File: src/rtl/pgr_irq_pkg.sv
package pgr_irq_pkg;
    localparam int STAT_W   = 8;
    localparam int IDX_W    = 4;
    localparam int N_LVL    = 3;
    localparam int B_ADDR   = 0;
    localparam int B_RXE    = 1;
    localparam int B_CALL   = 2;
    localparam int B_PTR    = 3;
    localparam int B_ALERT  = 4;
    localparam int B_OOR    = 5;
    localparam int B_BAT    = 6;
    localparam int B_PER    = 7;
    localparam int L_OOR    = 0;
    localparam int L_BAT    = 1;
    localparam int L_RXE    = 2;
    localparam logic [IDX_W-1:0] IDX_STATUS = '0;

    typedef enum logic [1:0] {
        IRQ_QUIET  = 2'd0,
        IRQ_HELD   = 2'd1,
        IRQ_RAISED = 2'd2
    } irq_state_e;
endpackage

File: src/rtl/pgr_lvl_watch.sv
module pgr_lvl_watch
    import pgr_irq_pkg::*;
#(
    parameter int N = N_LVL
) (
    input  logic         clk,
    input  logic         rst_n,
    input  logic [N-1:0] lvl_in,
    output logic [N-1:0] lvl_q,
    output logic [N-1:0] lvl_chg
);
    genvar g;
    generate
        for (g = 0; g < N; g++) begin : g_lvl
            always_ff @(posedge clk) begin
                if (!rst_n) lvl_q[g] <= 1'b0;
                else        lvl_q[g] <= lvl_in[g];
            end
            assign lvl_chg[g] = lvl_in[g] ^ lvl_q[g];
        end
    endgenerate
endmodule

File: src/rtl/pgr_stat_reg.sv
module pgr_stat_reg
    import pgr_irq_pkg::*;
#(
    parameter int W = STAT_W
) (
    input  logic         clk,
    input  logic         rst_n,
    input  logic [W-1:0] ev_set,
    input  logic [W-1:0] live,
    input  logic         clr,
    output logic [W-1:0] status
);
    localparam logic [W-1:0] LIVE_MASK = (W'(1) << B_RXE) | (W'(1) << B_OOR) | (W'(1) << B_BAT);
    localparam logic [W-1:0] EV_MASK   = ~LIVE_MASK;

    logic [W-1:0] ev_q;
    logic [W-1:0] ev_d;

    always_comb begin
        if (clr) ev_d = ev_set & EV_MASK;
        else     ev_d = (ev_q | ev_set) & EV_MASK;
    end

    always_ff @(posedge clk) begin
        if (!rst_n) ev_q <= '0;
        else        ev_q <= ev_d;
    end

    assign status = ev_q | (live & LIVE_MASK);

    p_ptr_set_r2: assert property (@(posedge clk) disable iff (!rst_n)
        ev_set[B_PTR] |=> status[B_PTR]);
    p_clear_r9: assert property (@(posedge clk) disable iff (!rst_n)
        (clr && ev_set == '0) |=> ((status & EV_MASK) == '0));
endmodule

File: src/rtl/pgr_irq_fsm.sv
module pgr_irq_fsm
    import pgr_irq_pkg::*;
(
    input  logic clk,
    input  logic rst_n,
    input  logic imm_ev,
    input  logic def_ev,
    input  logic call_ev,
    input  logic sync_stb,
    input  logic rx_on,
    input  logic clr,
    input  logic pol,
    output logic active,
    output logic irq_pin
);
    irq_state_e state, base, nxt;
    logic pend_call, pend_base, pend_nxt;

    always_comb begin
        base      = clr ? IRQ_QUIET : state;
        pend_base = clr ? 1'b0 : pend_call;
        nxt       = base;
        unique case (base)
            IRQ_QUIET: begin
                if (imm_ev || (def_ev && !rx_on)) nxt = IRQ_RAISED;
                else if (def_ev)                  nxt = IRQ_HELD;
            end
            IRQ_HELD: begin
                if (imm_ev || !rx_on || (sync_stb && pend_base)) nxt = IRQ_RAISED;
            end
            IRQ_RAISED: nxt = IRQ_RAISED;
            default:    nxt = IRQ_QUIET;
        endcase
        pend_nxt = (nxt == IRQ_HELD) ? (pend_base | call_ev) : 1'b0;
    end

    always_ff @(posedge clk) begin
        if (!rst_n) begin
            state     <= IRQ_QUIET;
            pend_call <= 1'b0;
        end else begin
            state     <= nxt;
            pend_call <= pend_nxt;
        end
    end

    always_comb begin
        active  = (state == IRQ_RAISED);
        irq_pin = active ? pol : ~pol;
    end

    p_imm_raise_r4: assert property (@(posedge clk) disable iff (!rst_n)
        imm_ev |=> active);
    p_read_drop_r9: assert property (@(posedge clk) disable iff (!rst_n)
        (clr && !imm_ev && !def_ev) |=> !active);
    p_held_dark_r5: assert property (@(posedge clk) disable iff (!rst_n)
        (!active && !imm_ev && !sync_stb && rx_on && !clr) |=> !active);
endmodule

File: src/rtl/pgr_reg_front.sv
module pgr_reg_front
    import pgr_irq_pkg::*;
#(
    parameter int W  = STAT_W,
    parameter int IW = IDX_W
) (
    input  logic         clk,
    input  logic         rst_n,
    input  logic         idx_we,
    input  logic         data_we,
    input  logic         data_re,
    input  logic [W-1:0] wdata,
    input  logic [W-1:0] status,
    output logic [W-1:0] rdata,
    output logic [W-1:0] ctrl,
    output logic         stat_clr
);
    logic [IW-1:0] idx_q;
    logic          at_status;

    assign at_status = (idx_q == IDX_STATUS);

    always_ff @(posedge clk) begin
        if (!rst_n) begin
            idx_q <= '0;
            ctrl  <= '0;
        end else begin
            if (idx_we)                idx_q <= wdata[IW-1:0];
            if (data_we && at_status)  ctrl  <= wdata;
        end
    end

    always_comb begin
        rdata    = at_status ? status : '0;
        stat_clr = data_re && at_status;
    end

    p_ctrl_hold_r12: assert property (@(posedge clk) disable iff (!rst_n)
        (data_we && !at_status) |=> $stable(ctrl));
endmodule

File: src/rtl/pgr_irq_ctrl.sv
module pgr_irq_ctrl
    import pgr_irq_pkg::*;
(
    input  logic              clk,
    input  logic              rst_n,
    input  logic              ev_user_addr,
    input  logic              ev_call_rdy,
    input  logic              ev_ptr_eq,
    input  logic              ev_alert,
    input  logic              ev_periodic,
    input  logic              lv_oor,
    input  logic              lv_batlow,
    input  logic              lv_rxen,
    input  logic              sync_stb,
    input  logic              irq_pol,
    input  logic              idx_we,
    input  logic              data_we,
    input  logic              data_re,
    input  logic [STAT_W-1:0] wdata,
    output logic [STAT_W-1:0] rdata,
    output logic [STAT_W-1:0] status_o,
    output logic [STAT_W-1:0] ctrl_o,
    output logic              irq_pin
);
    logic [N_LVL-1:0]  lvl_q, lvl_chg;
    logic [STAT_W-1:0] ev_set, live;
    logic              stat_clr, imm_ev, def_ev, active;

    pgr_lvl_watch #(.N(N_LVL)) u_lvl (
        .clk(clk), .rst_n(rst_n),
        .lvl_in({lv_rxen, lv_batlow, lv_oor}),
        .lvl_q(lvl_q), .lvl_chg(lvl_chg)
    );

    always_comb begin
        ev_set          = '0;
        ev_set[B_ADDR]  = ev_user_addr;
        ev_set[B_CALL]  = ev_call_rdy;
        ev_set[B_PTR]   = ev_ptr_eq;
        ev_set[B_ALERT] = ev_alert;
        ev_set[B_PER]   = ev_periodic;
        live            = '0;
        live[B_RXE]     = lvl_q[L_RXE];
        live[B_OOR]     = lvl_q[L_OOR];
        live[B_BAT]     = lvl_q[L_BAT];
        imm_ev = ev_ptr_eq | ev_alert | ev_periodic | lvl_chg[L_RXE];
        def_ev = ev_call_rdy | lvl_chg[L_OOR] | lvl_chg[L_BAT];
    end

    pgr_stat_reg #(.W(STAT_W)) u_stat (
        .clk(clk), .rst_n(rst_n), .ev_set(ev_set), .live(live),
        .clr(stat_clr), .status(status_o)
    );

    pgr_irq_fsm u_fsm (
        .clk(clk), .rst_n(rst_n), .imm_ev(imm_ev), .def_ev(def_ev),
        .call_ev(ev_call_rdy), .sync_stb(sync_stb), .rx_on(lvl_q[L_RXE]),
        .clr(stat_clr), .pol(irq_pol), .active(active), .irq_pin(irq_pin)
    );

    pgr_reg_front #(.W(STAT_W), .IW(IDX_W)) u_front (
        .clk(clk), .rst_n(rst_n), .idx_we(idx_we), .data_we(data_we),
        .data_re(data_re), .wdata(wdata), .status(status_o),
        .rdata(rdata), .ctrl(ctrl_o), .stat_clr(stat_clr)
    );

    p_addr_silent_r8: assert property (@(posedge clk) disable iff (!rst_n)
        (!active && ev_user_addr && !imm_ev && !def_ev && !sync_stb) |=> !active);
    p_live_bits_r3: assert property (@(posedge clk) disable iff (!rst_n)
        $past(rst_n) |-> (status_o[B_OOR] == $past(lv_oor) && status_o[B_BAT] == $past(lv_batlow)));
    p_pin_level_r11: assert property (@(posedge clk) disable iff (!rst_n)
        active |-> (irq_pin == irq_pol));
endmodule

File: config.mk
export PLATFORM = sky130hd
export DESIGN_NAME = pgr_irq_ctrl
export DESIGN_NICKNAME = d
export VERILOG_FILES = /design/src/rtl/pgr_irq_pkg.sv /design/src/rtl/pgr_lvl_watch.sv /design/src/rtl/pgr_stat_reg.sv /design/src/rtl/pgr_irq_fsm.sv /design/src/rtl/pgr_reg_front.sv /design/src/rtl/pgr_irq_ctrl.sv
export SDC_FILE = /design/constraint.sdc
export NUM_CORES = 1
export LEC_CHECK = 0
export CAP_MARGIN = 20
export CORE_MARGIN = 5
export CORE_UTILIZATION = 60
export CTS_BUF_LIST = sky130_fd_sc_hd__clkbuf_2
export DETAILED_ROUTE_END_ITERATION = 7
export DONT_BUFFER_PORTS = 1
export PLACE_DENSITY_LB_ADDON = 0.08
export SLEW_MARGIN = 0
export SYNTH_ARGS = -nofsm -noshare
export SYNTH_HDL_FRONTEND = slang
export SYNTH_SLANG_ARGS = --single-unit
File: constraint.sdc
create_clock -name clk -period 4.2 [get_ports clk]
set_input_delay 0.63 -clock clk [delete_from_list [all_inputs] [get_ports clk]]
set_output_delay 0.63 -clock clk [all_outputs]
set_load 0.005 [all_outputs]
-- Word-level counts from Yosys, hierarchy flattened
Index checks and enable logic that the tools add are counted.
- bits in registers: 26
- input port bits: 23
- output and inout port bits: 25
- logic and storage cells: 44
- equal/unequal tests: 4
- mux-type cells: 9
- bitwise operators: 12
- reductions and logical operators: 11
- operator list (kind ; number):
    $mux W8 ; 2
    $mux W2 ; 4
    $or A8 B7 Y8 ; 1
    $or A8 B8 Y8 ; 1
    $or A1 B1 Y1 ; 6
    $pmux W2 S3 ; 1
    $eq A2 B1 Y1 const B ; 2
    $eq A2 B2 Y1 const B ; 2
    $logic_and A1 B1 Y1 ; 4
    $logic_not A4 Y1 ; 1
    $logic_or A1 B1 Y1 ; 3
    $xor A1 B1 Y1 ; 3
    $logic_not A2 Y1 ; 1
    $mux W1 ; 2
    $reduce_and A2 Y1 ; 1
    $logic_not A1 Y1 ; 1
    $not A1 Y1 ; 1

-- Depth between registers and ports, before layout
Gate-level depths: netlist (run 1).
- depth after elaboration: 9
- depth in mapped cells: 4
- depth with buffers taken out: 4

-- Cells and area by module
Synthesis (run 1) repeated with hierarchy kept, for this count alone.
- cell total of the unflattened synthesis: 109
- area total of the unflattened synthesis: 1064.8 µm²
- by module, submodules not included (module ; instances ; cells each ; area an instance (µm²) ; sequential area each (µm²)):
    pgr_reg_front ; 1 ; 59 ; 574.3 ; 240.2
    pgr_stat_reg ; 1 ; 18 ; 191.4 ; 100.1
    pgr_irq_fsm ; 1 ; 20 ; 175.2 ; 60.1
    pgr_lvl_watch ; 1 ; 9 ; 106.4 ; 60.1
    pgr_irq_ctrl ; 1 ; 3 ; 17.5 ; 0.0

-- Least setup slack after synthesis (run 1)
OpenSTA, ideal clock, no wires.
- kind: register to output
- start: register u_front.idx_q[0]
- end: output rdata[0]
- arrival time: 1.185 ns
- required time: 3.570 ns
- setup slack: 2.385 ns
- stages on the path, launching flop included: 4
- buffers on the path: 1
- cells stage by stage: dfxtp_1 nor4_4 clkbuf_1 and2_1
- longest elaborated chain between the ends: 2
- RTL lines (item ; line ; text):
    start, declared ; pgr_reg_front.sv:18 ; logic [IW-1:0] idx_q;
    start signal, assigned ; pgr_reg_front.sv:28 ; if (idx_we) idx_q <= wdata[IW-1:0];
    $logic_not A4 Y1 ; pgr_reg_front.sv:21 ; assign at_status = (idx_q == IDX_STATUS);
    $mux W8 ; pgr_reg_front.sv:34 ; rdata = at_status ? status : '0;
    end, declared ; pgr_irq_ctrl.sv:20 ; output logic [STAT_W-1:0] rdata,
Every way passes these cells.

-- Final worst setup path (run 1)
- start: register u_front.idx_q[0]
- end: output rdata[1]
The elaborated chain is that of the path after synthesis.

==> results of run 1 <==
[stage by stage]
stage               power, mW  hold WS [ns]  utilization  std cells
finish                 0.3746        0.4088       0.6502        122
global route           0.3973        0.3796       0.6502        122
CTS                    0.3788        0.4029       0.6502        122
detailed placement     0.2916        0.4781       0.6372        118
global placement       0.2902        0.4689       0.6372        118
floorplan              0.2870        0.4514            -        108
[power by group through the flow]
stage	registers (mW)	clock network, mW	logic [mW]
2_1_floorplan	0.245	0	0.0422
3_3_place_gp	0.247	0	0.0430
3_5_place_dp	0.248	0	0.0440
4_1_cts	0.243	0.0915	0.0442
5_1_grt	0.245	0.102	0.0500
6_report	0.243	0.0885	0.0434
[area by class of cell]
type / count / area (µm²)
multi-input cells: 79 / 501.7
flip-flops and latches: 23 / 460.4
well taps: 16 / 20.02
fillers: 135 / 539.3
clock buffers: 4 / 20.02
[registers in the layout, indices dropped and copies added (netlist names)]
name,count
u_front.ctrl,8
u_lvl.lvl_q,3
u_fsm.pend_call,1
u_fsm.state,2
u_front.idx_q,4
u_stat.ev_q,5
[worst register-to-register path: stages (launching register included)]
cell and delay [ns]:
dfxtp_1 0.37, nor4_4 0.75, nand2_1 0.36, nand2_1 0.14
a21boi_0 0.08
[cells by family (layout without fill, tap and decap cells)]
group                  Yosys count  in the layout  synth area share
AND/OR/NAND/NOR                 49             49            0.2857
multiplexers                     4              4           0.04046
buffers and inverters            6              4           0.02781
XOR/XNOR                         3              3           0.02655
flip-flops                      23             23            0.4652
AO/OA/AOI/OAI                   23             23            0.1542
[routing by layer]
layer | vias up | part of all wire | track usage | wire length (µm)
met5 | - | 0 | 0 | 0
met1 | 352 | 0.40 | 0.1799 | 776
li1 | 369 | - | - | -
met3 | 6 | 0.15 | 0.07692 | 296
met4 | 0 | 0.015 | 0.06383 | 29
met2 | 51 | 0.43 | 0.2376 | 832
[placed cells by master, fill, tap and decap left out, types with 2 or more instances in the layout]
cell type / count
xnor2_1: 3
a21boi_0: 6
o21ai_0: 2
a21oi_1: 7
nor2b_1: 10
mux2i_1: 4
dfxtp_1: 23
nand2_1: 11
nand3_1: 8
nor3_1: 2
and2_1: 12
a21boi_1: 2
clkbuf_2: 4
[worst min-delay path by stage]
stage	from	to	slack (ns)	cells after the start
finish	lv_batlow	u_lvl.lvl_q[1]$_SDFF_PN0_	0.41	1
global route	rst_n	u_front.ctrl[6]$_SDFFE_PN0P_	0.38	1
CTS	lv_rxen	u_lvl.lvl_q[2]$_SDFF_PN0_	0.40	1
detailed placement	u_front.ctrl[6]$_SDFFE_PN0P_	u_front.ctrl[6]$_SDFFE_PN0P_	0.48	2
global placement	u_front.ctrl[2]$_SDFFE_PN0P_	u_front.ctrl[2]$_SDFFE_PN0P_	0.47	2
floorplan	u_front.ctrl[1]$_SDFFE_PN0P_	u_front.ctrl[1]$_SDFFE_PN0P_	0.45	2
==> impl_results.md, run 1 <==
- Status: finished clean
- Die Wd: 50.62 µm
- Post-synthesis sequential area ratio: 0.4652
- Final Skew: 0.001159 ns
- Crit Reg-Reg Startpoint: u_front.idx_q[0]$_SDFFE_PN0P_
- Worst Hold Class: primary input to register
- CP max stage cell: nor4_4
- Avg WL per Cell: 15.85 µm
- Number of global-route vias before repair: 734
- Largest net degree at the start of global routing: 23
- Clock-pin slew on the worst setup and hold paths: 0.20 ns
- Most frequent cell after synthesis: dfxtp_1
- Max stage delay on crit path: 0.75 ns
- CP startpoint kind: register
- DR vias/cell: 6.377
- Layout cell share with drive strength beyond 1: 0.05660
- Total GRT Usage: 0.1541
- CTS tree: built
- Gpl congestion: 0.7035
- Syn nets: 131
- Max Fclk: 429.0 MHz
- Core Area: 1541 µm²
- Clock share of power: 0.236
- Net Sw Frac: 0.2591
- CP required: 3.57 ns
- TNS Setup: 0 ns
- First-pass GRT wire length: 3146 µm
- Min cycle time layout: 2.331 ns
- Post-DP HPWL: 1445 µm
- Crit. Startpoint: u_front.idx_q[0]$_SDFFE_PN0P_
- Synth area leaders: dfxtp_1, and2_1, nor2b_1, a21boi_0, nand2_1
- Final setup viols: 0
- Clock sinks: 23
- Area grow syn2layout: 1.264%
- Final period util: 0.5551
- Crit path depth: 2
- CTS max path bufs: 2
- Root Buffer Master: clkbuf_2
- Placed instance area: 982.2 µm²
- Crit path max fanout: 19
- Total die area: 2562 µm²
- Initial core utilization: 0.6420
- Post-synth top area share: 0.4652
- DRT Wirelength: 1934 µm
- Psw: 0.09707 mW
- Pins Over Slew Limit: 0
- Setup Crit Path Kind: register to output pin
- Synth Flop Type: dfxtp_1
- DRC: 0
- Initial antenna violation count: 0
- Pleak: 0.3626 nW
- Syn Std Cell Area: 989.7 µm²
- Max_cap viols: 0
- Reg-to-reg setup timing slack: 2.41 ns
- Yosys Warn Count: 0
- CP delay by family, top: simple AND/OR/NAND/NOR gates
- Async set-reset flop share out of synthesis: 0
- Nets: 130
- DIE HEIGHT: 50.62 µm
- Most frequent cells after synthesis: dfxtp_1, and2_1, nand2_1
- # diodes: 0
- Worst-path cell chain: nor4_4, and2_1
- Post-cts resize count: 0
- Worst vdd ir: 0.0002751 V
- Post-route setup slack: 1.869 ns
- Logic pwr share: 0.116
- I/O Pins: 48
- Detailed router's first-iteration violation count: 13
- Pre-antenna DRT Iters: 4
- Reg-to-reg endpoint: u_front.ctrl[5]$_SDFFE_PN0P_
- CTS buffer count: 3
- Antenna-violating nets left: 0
- Pint: 0.2776 mW
- Worst setup path end: rdata[1]
- Pwr Density: 373.8 nW/µm²
- Grt ovf: 0
- Cells after Synth: 108
- Row cnt: 14
- Normalized max-slew margin: 0.4479
- CTS hold repair buffers: 0
- Post-synth top area cell: dfxtp_1
- DR vias: 778
- CP endpoint kind: output pin
- Post-Syn Area per Cell: 9.164 µm²
- Max H-tree Level: 1
- CP arrival: 1.70 ns
- Postcts setup bufs: 0
- Worst slew pin tran: 0.8220 ns
- Post-synth EDFFs: 0
- Buffers & Inverters on Critical Path: 0
- RSZ-0062 raised after global routing: no
- Flops & latches, synth: 23
- R2R cell count: 4
- Finished Cell Area: 1002 µm²
- Final hold violation count: 0
- Sequential power share: 0.648
- Clock insertion delay at the later pin of the skew report: 0.32 ns
- IO Port Bufs: 0
- Place WS: 2.221 ns
- Synth unique cells: 27
No activity file was read; power rests on OpenSTA's default activity.
==> run 2, diff against run 1 <==
Settings changed: ABC_AREA set to 1.
Clock period 4.2 ns to 2.4 ns, I/O delays scaled along.
==> impl_results.md, run 2 <==
- Status: finished clean
- CP required: 2.04 ns (-1.53 ns)
- CP max stage cell: dfxtp_1
- DRT Wirelength: 2032 µm (+5.1%)
- Cells after Synth: 141 (+31%)
- DR vias/cell: 5.139 (-19%)
- Nets: 166 (+28%)
- CP arrival: 1.37 ns (-0.33 ns)
- CTS buffer count: 3 (unchanged)
- Pwr Density: 647.6 nW/µm² (+73%)
- Pre-antenna DRT Iters: 4 (unchanged)
- Synth area leaders: dfxtp_1, inv_1, nor2_1, nand2_1, a21oi_1
- First-pass GRT wire length: 3360 µm (+6.8%)
- Gpl congestion: 0.7630 (+8.5%)
- CP endpoint kind: output pin
- Synth Area in XOR/XNOR: 0.008706 (-0.01784)
- Post-synth EDFFs: 0 (unchanged)
- Logic pwr share: 0.128 (+0.012)
- Antenna-violating nets left: 0 (unchanged)
- DRC: 0 (unchanged)
- RSZ-0062 raised after global routing: no
- Area grow syn2layout: 2.239%
- # diodes: 0 (unchanged)
- Layout cell share with drive strength beyond 1: 0.09155 (+0.03495)
- Clock-pin slew on the worst setup and hold paths: 0.20 ns (about the same)
- Post-Synth Simple-Gate Area: 0.2537 (-0.03198)
- Max stage delay on crit path: 0.36 ns (-0.39 ns)
- Crit path max fanout: 8 (-11)
- Worst hold path endpoint: u_lvl.lvl_q[2]$_SDFF_PN0_
- Final setup viols: 0 (unchanged)
- Initial antenna violation count: 0 (unchanged)
- Final hold violation count: 0 (unchanged)
- TNS Setup: 0 ns (unchanged)
- Post-synth top area cell: dfxtp_1
- Adder-cell area share of the yosys netlist: 0 (unchanged)
- Die Wd: 50.95 µm (+0.65%)
- Normalized max-slew margin: 0.7842 (+0.3363)
- Pins Over Slew Limit: 0 (unchanged)
- CTS hold repair buffers: 0 (unchanged)
- Commonest non-fill, non-tap cell in the layout: inv_1
- DIE HEIGHT: 50.95 µm (+0.65%)
- Row cnt: 14 (unchanged)
- Worst vdd ir: 0.0003627 V (+32%)
- Crit Reg-Reg Startpoint: u_front.idx_q[1]$_SDFFE_PN0P_
- Mux cell area share after synthesis: 0 (-0.04046)
- Hold Crit Depth: 2 (+1)
- Core Area: 1541 µm² (unchanged)
- Synth Flop Type: dfxtp_1
- Biggest registers after layout: u_front.ctrl: 8 flops, u_stat.ev_q: 5 flops, u_front.idx_q: 4 flops
- Pint: 0.4788 mW (+72%)
- Worst Hold Class: primary input to register
- Synth unique cells: 19 (-30%)
- Net Sw Frac: 0.2812 (+0.02208)
- Post-cts resize count: 0 (unchanged)
- Final Skew: 0.001764 ns (+0.0006051 ns)
- Psw: 0.1873 mW (+93%)
- Post-synthesis sequential area ratio: 0.4577 (-0.007522)
- Clock insertion delay at the later pin of the skew report: 0.33 ns (about the same)
- Avg WL per Cell: 12.86 µm (-19%)
- Worst-path cell chain: nor2_2, nand2_1, nor2_1
- Largest net degree at the start of global routing: 18 (-22%)
- Reg-to-reg endpoint: u_front.ctrl[0]$_SDFFE_PN0P_
- Placed cell count: 154 (+31%)
- CP startpoint kind: register
- Min cycle time layout: 1.734 ns
- Pleak: 0.4899 nW (+35%)
- Async set-reset flop share out of synthesis: 0 (unchanged)
- Max reg flops: 8 (unchanged)
- Finished Layout Cells: 158 (+30%)
- Worst slew pin tran: 0.3229 ns (-0.4991 ns)
- Post-Syn Area per Cell: 7.135 µm² (-22%)
- Syn Std Cell Area: 1006 µm² (+1.6%)
- Commonest cells after routing, fill and taps aside: inv_1, dfxtp_1, nor2_1
- I/O Pins: 48 (unchanged)
- Reg-to-reg setup timing slack: 1.16 ns (-1.25 ns)
- Setup Crit Path Kind: register to output pin
- Post-DP HPWL: 1595 µm (+10%)
- Postcts setup bufs: 0 (unchanged)
- Final period util: 0.7226
- Flops & latches, synth: 23 (unchanged)
- Max Fclk: 576.6 MHz
- Clock share of power: 0.224 (-0.012)
- Hold Path Origin: lv_rxen
- Syn nets: 164 (+25%)
- Post-synth top area share: 0.4577 (-0.007522)
- Total GRT Usage: 0.1722 (+0.01804)
- Fillers: 152 (+13%)
- Minimum hold slack: 0.1044 ns (-0.3045 ns)
- Max H-tree Level: 1 (unchanged)
- Most frequent cell after synthesis: inv_1
- Most frequent cells after synthesis: inv_1, dfxtp_1, nor2_1
- IO Port Bufs: 0 (unchanged)
- Fin util: 0.6672 (+0.01705)
- Yosys Warn Count: 0 (unchanged)
- CTS tree: built
- CTS max path bufs: 2 (unchanged)
- Sequential power share: 0.648 (about the same)
- DR vias: 812 (+4.4%)
- Root Buffer Master: clkbuf_2
- Most flop-heavy register: u_front.ctrl
- Total die area: 2595 µm² (+1.3%)
- Largest family of logic cells by synthesized area: simple AND/OR/NAND/NOR gates
- Number of global-route vias before repair: 799 (+8.9%)
- Clock sinks: 23 (unchanged)
- Max_cap viols: 0 (unchanged)
- R2R cell count: 4 (unchanged)
- Compound-Gate Fraction of Synth Area: 0.1542 (about the same)
- Grt ovf: 0 (unchanged)
- Detailed router's first-iteration violation count: 12 (-1)
- Initial core utilization: 0.6526 (+0.01055)
[run 2: cell types whose count changed in the layout (fill, tap and decap cells not counted), moves of 4 or more]
| cell | delta |
|---|---|
| a21oi_1 | +8 |
| a21boi_0 | -6 |
| nand2_1 | +10 |
| and2_1 | -12 |
| nor2b_1 | -10 |
| nand3_1 | -4 |
| nor2_1 | +21 |
| o21ai_0 | +8 |
| inv_1 | +29 |
| mux2i_1 | -4 |
[run 2: cell type report]
cell class | instances | area (µm²) | share of cell area
clock buffer | 3 | 15.01 | 0.01460
tap | 16 | 20.02 | 0.01946
sequential | 23 | 460.4 | 0.4477
clock inverter | 1 | 5.005 | 0.004866
inverter | 29 | 108.9 | 0.1058
multi-input combinational | 86 | 419.2 | 0.4075
[run 2: logic make-up after synthesis]
family / count (synthesis)
buffers and inverters: 32
AOI/OAI and AO/OA: 29
and+or+nand+nor: 56
xor gates and xnor gates: 1
DFF: 23
[run 2: power by group through the flow]
stage	logic (mW)	clock network, mW	registers (mW)
6_report	0.0854	0.149	0.432
5_1_grt	0.100	0.178	0.437
4_1_cts	0.0870	0.160	0.432
3_5_place_dp	0.0865	0	0.440
3_3_place_gp	0.0826	0	0.439
2_1_floorplan	0.0765	0	0.435
[run 2: how the worst max path moves through the flow]
stage / startpoint / to / slack (ns)
2_1_floorplan: u_front.idx_q[1]$_SDFFE_PN0P_ / rdata[0] / 1.25
3_3_place_gp: u_front.idx_q[1]$_SDFFE_PN0P_ / rdata[0] / 1.11
3_5_place_dp: u_front.idx_q[1]$_SDFFE_PN0P_ / rdata[6] / 1.07
4_1_cts: u_front.idx_q[1]$_SDFFE_PN0P_ / rdata[6] / 0.64
5_1_grt: u_front.idx_q[1]$_SDFFE_PN0P_ / rdata[7] / 0.51
6_report: u_front.idx_q[1]$_SDFFE_PN0P_ / rdata[5] / 0.67
[run 2: worst max-delay path: cells and delay by family, from the launching register on]
kind	cells	cell delay, ns
DFF	1	0.36
and+or+nand+nor	3	0.68
[run 2: metrics by stage]
step           setup WS [ns]  total power [mW]  instance area (µm²)
4_1_cts               0.6378            0.6795                 1028
5_1_grt               0.5100            0.7146                 1028
3_3_place_gp           1.108            0.5216                 1008
6_report              0.6658            0.6660                 1028
2_1_floorplan          1.248            0.5114                 1006
3_5_place_dp           1.065            0.5269                 1008
[run 2: metal layers]
metal | track usage | part of all wire | wire, µm | vias to the layer above
li1 | - | - | - | 432
met1 | 0.2014 | 0.41 | 827 | 334
met2 | 0.2686 | 0.44 | 904 | 39
met3 | 0.04651 | 0.12 | 237 | 7
met4 | 0.1234 | 0.031 | 62 | 0
met5 | 0 | 0 | 0 | -
